File: src/rtl/stby_pkg.sv
package stby_pkg;
    typedef enum logic [2:0] {
        ST_RSTWAIT = 3'd0,
        ST_RUN     = 3'd1,
        ST_HALT    = 3'd2,
        ST_STOP    = 3'd3,
        ST_STAB    = 3'd4
    } stby_state_e;
endpackage

File: src/rtl/stby_wait_decode.sv
// Maps the sparse wait-select code onto a power-of-two exponent.
module stby_wait_decode #(
    parameter int EXP_A = 20,
    parameter int EXP_B = 17,
    parameter int EXP_C = 15,
    parameter int EXP_D = 13,
    parameter int EW    = 5
) (
    input  logic [2:0]    code,
    output logic [EW-1:0] exp_o,
    output logic          bad_o
);
    always_comb begin
        bad_o = 1'b0;
        case (code)
            3'b000:  exp_o = EW'(EXP_A);
            3'b011:  exp_o = EW'(EXP_B);
            3'b101:  exp_o = EW'(EXP_C);
            3'b111:  exp_o = EW'(EXP_D);
            default: begin
                exp_o = EW'(EXP_A);   // fallback: longest wait
                bad_o = 1'b1;
            end
        endcase
    end
endmodule

File: src/rtl/stby_stab_counter.sv
// Counts oscillator ticks up to 2^exp_sel; done pulses on the final tick.
module stby_stab_counter #(
    parameter int CW = 20,
    parameter int EW = 5
) (
    input  logic          clk,
    input  logic          rst_n,
    input  logic          run,
    input  logic          tick,
    input  logic [EW-1:0] exp_sel,
    output logic          done
);
    logic [CW-1:0] cnt;
    logic [CW:0]   lim_full;

    always_comb begin
        lim_full = ((CW+1)'(1) << exp_sel) - (CW+1)'(1);
        done     = run && tick && (cnt == lim_full[CW-1:0]);
    end

    always_ff @(posedge clk or negedge rst_n) begin
        if (!rst_n)
            cnt <= '0;
        else if (!run || done)
            cnt <= '0;
        else if (tick)
            cnt <= cnt + 1'b1;
    end
endmodule

File: src/rtl/stby_wake_ctrl.sv
module stby_wake_ctrl
    import stby_pkg::*;
#(
    parameter int EXP_A   = 20,
    parameter int EXP_B   = 17,
    parameter int EXP_C   = 15,
    parameter int EXP_D   = 13,
    parameter int RST_EXP = 17
) (
    input  logic       clk,
    input  logic       rst_n,
    input  logic       halt_req,
    input  logic       stop_req,
    input  logic       irq,
    input  logic       ime,
    input  logic [2:0] wait_sel,
    input  logic       osc_tick,
    output logic       cpu_clk_en,
    output logic       osc_en,
    output logic       vector_irq,
    output logic       sel_err
);
    localparam int CW = EXP_A;
    localparam int EW = $clog2(EXP_A + 1);

    stby_state_e   state, state_nxt;
    logic [EW-1:0] wait_exp;
    logic [EW-1:0] dec_exp;
    logic          dec_bad;
    logic          cnt_run;
    logic [EW-1:0] cnt_exp;
    logic          stab_done;
    logic          wake_acc;

    stby_wait_decode #(
        .EXP_A(EXP_A), .EXP_B(EXP_B), .EXP_C(EXP_C), .EXP_D(EXP_D), .EW(EW)
    ) u_dec (
        .code (wait_sel),
        .exp_o(dec_exp),
        .bad_o(dec_bad)
    );

    assign cnt_run = (state == ST_RSTWAIT) || (state == ST_STAB);
    assign cnt_exp = (state == ST_RSTWAIT) ? EW'(RST_EXP) : wait_exp;

    stby_stab_counter #(.CW(CW), .EW(EW)) u_cnt (
        .clk    (clk),
        .rst_n  (rst_n),
        .run    (cnt_run),
        .tick   (osc_tick),
        .exp_sel(cnt_exp),
        .done   (stab_done)
    );

    assign wake_acc = irq && ((state == ST_HALT) || (state == ST_STOP));

    // next-state logic
    always_comb begin
        state_nxt = state;
        unique case (state)
            ST_RSTWAIT: if (stab_done) state_nxt = ST_RUN;
            ST_RUN: begin
                if (stop_req)      state_nxt = ST_STOP;
                else if (halt_req) state_nxt = ST_HALT;
            end
            ST_HALT:    if (irq) state_nxt = ST_RUN;
            ST_STOP:    if (irq) state_nxt = ST_STAB;
            ST_STAB:    if (stab_done) state_nxt = ST_RUN;
            default:    state_nxt = ST_RSTWAIT;
        endcase
    end

    // state and wake-up context registers
    always_ff @(posedge clk or negedge rst_n) begin
        if (!rst_n) begin
            state      <= ST_RSTWAIT;
            wait_exp   <= EW'(EXP_A);
            vector_irq <= 1'b0;
            sel_err    <= 1'b0;
        end else begin
            state <= state_nxt;
            if (wake_acc)
                vector_irq <= ime;
            if (irq && (state == ST_STOP)) begin
                wait_exp <= dec_exp;
                sel_err  <= dec_bad;
            end
        end
    end

    // outputs decoded from state
    always_comb begin
        cpu_clk_en = (state == ST_RUN);
        osc_en     = (state != ST_STOP);
    end
endmodule

File: config.mk
export PLATFORM = sky130hd
export DESIGN_NAME = stby_wake_ctrl
export DESIGN_NICKNAME = d
export VERILOG_FILES = /design/src/rtl/stby_pkg.sv /design/src/rtl/stby_wait_decode.sv /design/src/rtl/stby_stab_counter.sv /design/src/rtl/stby_wake_ctrl.sv
export SDC_FILE = /design/constraint.sdc
export NUM_CORES = 1
export LEC_CHECK = 0
export ABC_AREA = 1
export BUFFER_PORTS_ARGS = -buffer_cell sky130_fd_sc_hd__buf_2
export CAP_MARGIN = 20
export CORE_ASPECT_RATIO = 1.2
export CORE_MARGIN = 2
export CORE_UTILIZATION = 25
export CTS_BUF_LIST = sky130_fd_sc_hd__clkbuf_8
export DETAILED_ROUTE_END_ITERATION = 6
export PLACE_DENSITY = 0.37
export SETUP_SLACK_MARGIN = 0.1
export SYNTH_ARGS = -nofsm -noshare
export SYNTH_HDL_FRONTEND = slang
export SYNTH_SLANG_ARGS = --single-unit
File: constraint.sdc
create_clock -name clk -period 3.1 [get_ports clk]
set_input_delay 0.465 -clock clk [delete_from_list [all_inputs] [get_ports clk]]
set_output_delay 0.465 -clock clk [all_outputs]
set_load 0.02 [all_outputs]
==> results.md <==
- Status: complete, no violations
- Crit path arrival time: approximately 2.9 ns
- Minimum clock period: 2.75 ns
- Die area: between 10000 and 15000 um2
- Wirelength per Cell: about 14 um
- Area grow syn2layout: 17.5%
- Initial Util: 25.6%
- Root buffer cell: clkbuf_8
- Cell taking the most area after synthesis: dfrtp_1
- Total global routing overflow: 0
- Largest net degree at the start of global routing: 31
- 1st-pass router iterations: 4
- Clock Latency Late Sink: 0.29 ns
- Share of cells above drive strength 1: 21.7%
- Total CTS buffers: 5
- Max_cap viols: 0
- DR vias: about 2500
- H-tree Lvls: 2
- RSZ-0062 raised after global routing: no
- Syn_area_per_cell: 6.77 um2
- FMAX: between 300 and 400 MHz
- Unique masters post-synth: 42
- Final core occ: 30.1%
- Post-synth top area share: 26.1%
- Rows: 41
- Cell area power density: 421 nW/um2
- Yosys warns: 0
- Inst Count DP: 538
- Pre-CTS WS: 0.192 ns
- Clk sinks: 30
- Cells after Synth: 396
- Core ar.: 10500 um2
- Setup crit start kind: flop
- Final hold vios: 0
- Syn_nets: 408
- Initial antenna violation count: 0
- Post-Route WL: 7870 um
- Port-buffer cells: 13
- Vias in the first global route: 2350
- Max FO, Critical Path: 10
- Clk buf depth: 2
- CTS Hold Bufs: 0
- Clock-pin slew on the worst setup and hold paths: 0.07 ns
- Leakage: 1.54 nW
- Gpl congestion: 0.904
- Fin. max-slew vios: 0
- Vias per std cell: approximately 4.5
- Detail Route Antenna Nets: 0
- Die width: 98.5 um
- Initial DRC Count: 156
- Setup ws final: between 0.3 and 0.4 ns
- Measured slew at the worst slew-check pin: 0.718 ns
- Max-slew headroom at the worst pin: 52.1%
- Peak supply drop: between 0.00015 and 0.0002 V
- Post-DP HPWL: 6250 um
- Worst Skew: 0.00587 ns
- CTS tree: done
- Worst Hold Class: primary input to async pin
- Fin crit share: 88.7%
- Synth area leaders: dfrtp_1 26%, nand2_1 13%, nor2_1 9.7%
- FF+latch count, synth: 30
- IO Count: 14
- Setup CP Type: flop to flop
- Nets: 439
- Finished Layout Cells: 557
- GRT Overall Usage: a little over an eighth
- Antenna fix cells: 0
- # DRC: 0
- Die height: between 100 and 150 um
- CP required: 3.27 ns
- Setup TNS: 0 ns
- Setup Viol. Count Final: 0
- Synthesized area: 2680 um2
- Crit. End Element: flop
- Sequential area share after synthesis: 28.1%
- Global-route wire length before repair: 12200 um
-- metal layers --
layer	share of wire [%]	track usage (%)
met4	2.5	5.74
met2	48	21.0
met5	0	0
met1	47	18.5
met3	2.1	2.15
-- cells in the final DEF, fill, tap and decap left out, drive strengths merged --
cell and count:
clkbuf 7, nor3 13, xor2 17, o21ai 9
clkinvlp 1, o211ai 1, a21oi 10, nor4 2
o21bai 1, a41oi 1, nand2 101, nor3b 4
dfstp 2, xor3 1, ha 2, dfrtp 28
mux2 1, inv 49, nand3 35, buf 30
nand4 11, o22ai 2, o31ai 2, clkinv 2
o2111ai 1, o41ai 1, xnor2 6, nor2 88
-- cells in the mapped netlist (all sizes together) --
library cell	n
o211ai	1
nor3	13
nand2	101
inv	49
buf	6
a41oi	1
a21oi	10
nand3	35
o22ai	2
xnor2	6
clkbuf	1
nor2	88
o2111ai	1
dfstp	2
ha	2
o21ai	9
o31ai	2
o21bai	1
nor4	2
nand4	11
xor2	17
dfrtp	28
mux2	1
clkinv	1
nor3b	4
xor3	1
o41ai	1
-- state kept, by name, indices dropped and copies added (netlist names) --
name,flops
state,3
sel_err,1
wait_exp,5
vector_irq,1
u_cnt.cnt,20
-- worst max-delay path, stage by stage (launching register included) --
cell and delay, ns:
dfrtp_1 0.43, nor2_4 0.20, nand2_8 0.10, buf_4 0.15
nand4_1 0.13, buf_4 0.14, inv_1 0.03, nand2_1 0.18
nand2_2 0.12, nand2_1 0.09, nand2_1 0.06, nand2_1 0.06
nand2_1 0.05, nor2_1 0.12, nand2_1 0.08, nor2_2 0.12
nand3_2 0.10, o21bai_4 0.17, buf_12 0.14, buf_12 0.13
nor3_1 0.04
-- layout make-up --
cell class / instances / area (um2)
Clock buffer: 6 / 82.6
Clock inverter: 2 / 12.5
Fill cell: 1214 / 7310
Inverter: 50 / 188
Multi-Input combinational cell: 309 / 1710
Sequential cell: 30 / 754
Tap cell: 129 / 161
Timing Repair Buffer: 31 / 246
-- final timing paths --
path,from,end,slack [ns],depth (start not counted)
worst max-delay path,state[0],u_cnt.cnt[11],0.35,20
worst min register to register,sel_err,sel_err,0.50,2
worst max register to register,state[0],u_cnt.cnt[11],0.35,20
min in group clk,wait_sel[1],wait_exp[1],0.39,2
worst min-delay path,rst_n,vector_irq,0.22,1
max in group asynchronous,rst_n,state[1],2.38,1
-- timing repair --
action | 4_1_cts | 5_1_grt
buffers inserted | 0 | 9
resized for setup | 0 | 9
setup endpoints to repair | 0 | 23
endpoints found under the hold margin | 0 | 0
-- cell families (layout without fill, tap and decap cells) --
logic type                 after synthesis  count (layout)  synth area share, %
buffers and inverters                   57              89                 9.38
xor gates and xnor gates                24              24                 8.40
muxes                                    1               1                0.420
adders and majority gates                2               2                0.933
DFF                                     30              30                 28.1
AOI/OAI and AO/OA                       28              28                 7.19
and+or+nand+nor                        254             254                 45.6
-- where the power goes --
part	switching [W]	leakage, nW	total, W	internal, W
logic	0.000257	1.13	0.000434	0.000178
clock network	0.000171	0.0472	0.000349	0.000178
registers	0.0000867	0.368	0.000543	0.000456
-- per-stage QoR --
stage,power (W),hold slack [ns],area (um2)
detailed placement,0.000964,0.480,2910
global placement,0.000969,0.473,2910
floorplan,0.000844,0.169,2680
CTS,0.00132,0.241,3000
finish,0.00133,0.220,3150
global route,0.00143,0.276,3150
Note: power is estimated with default switching activity, not from simulation.
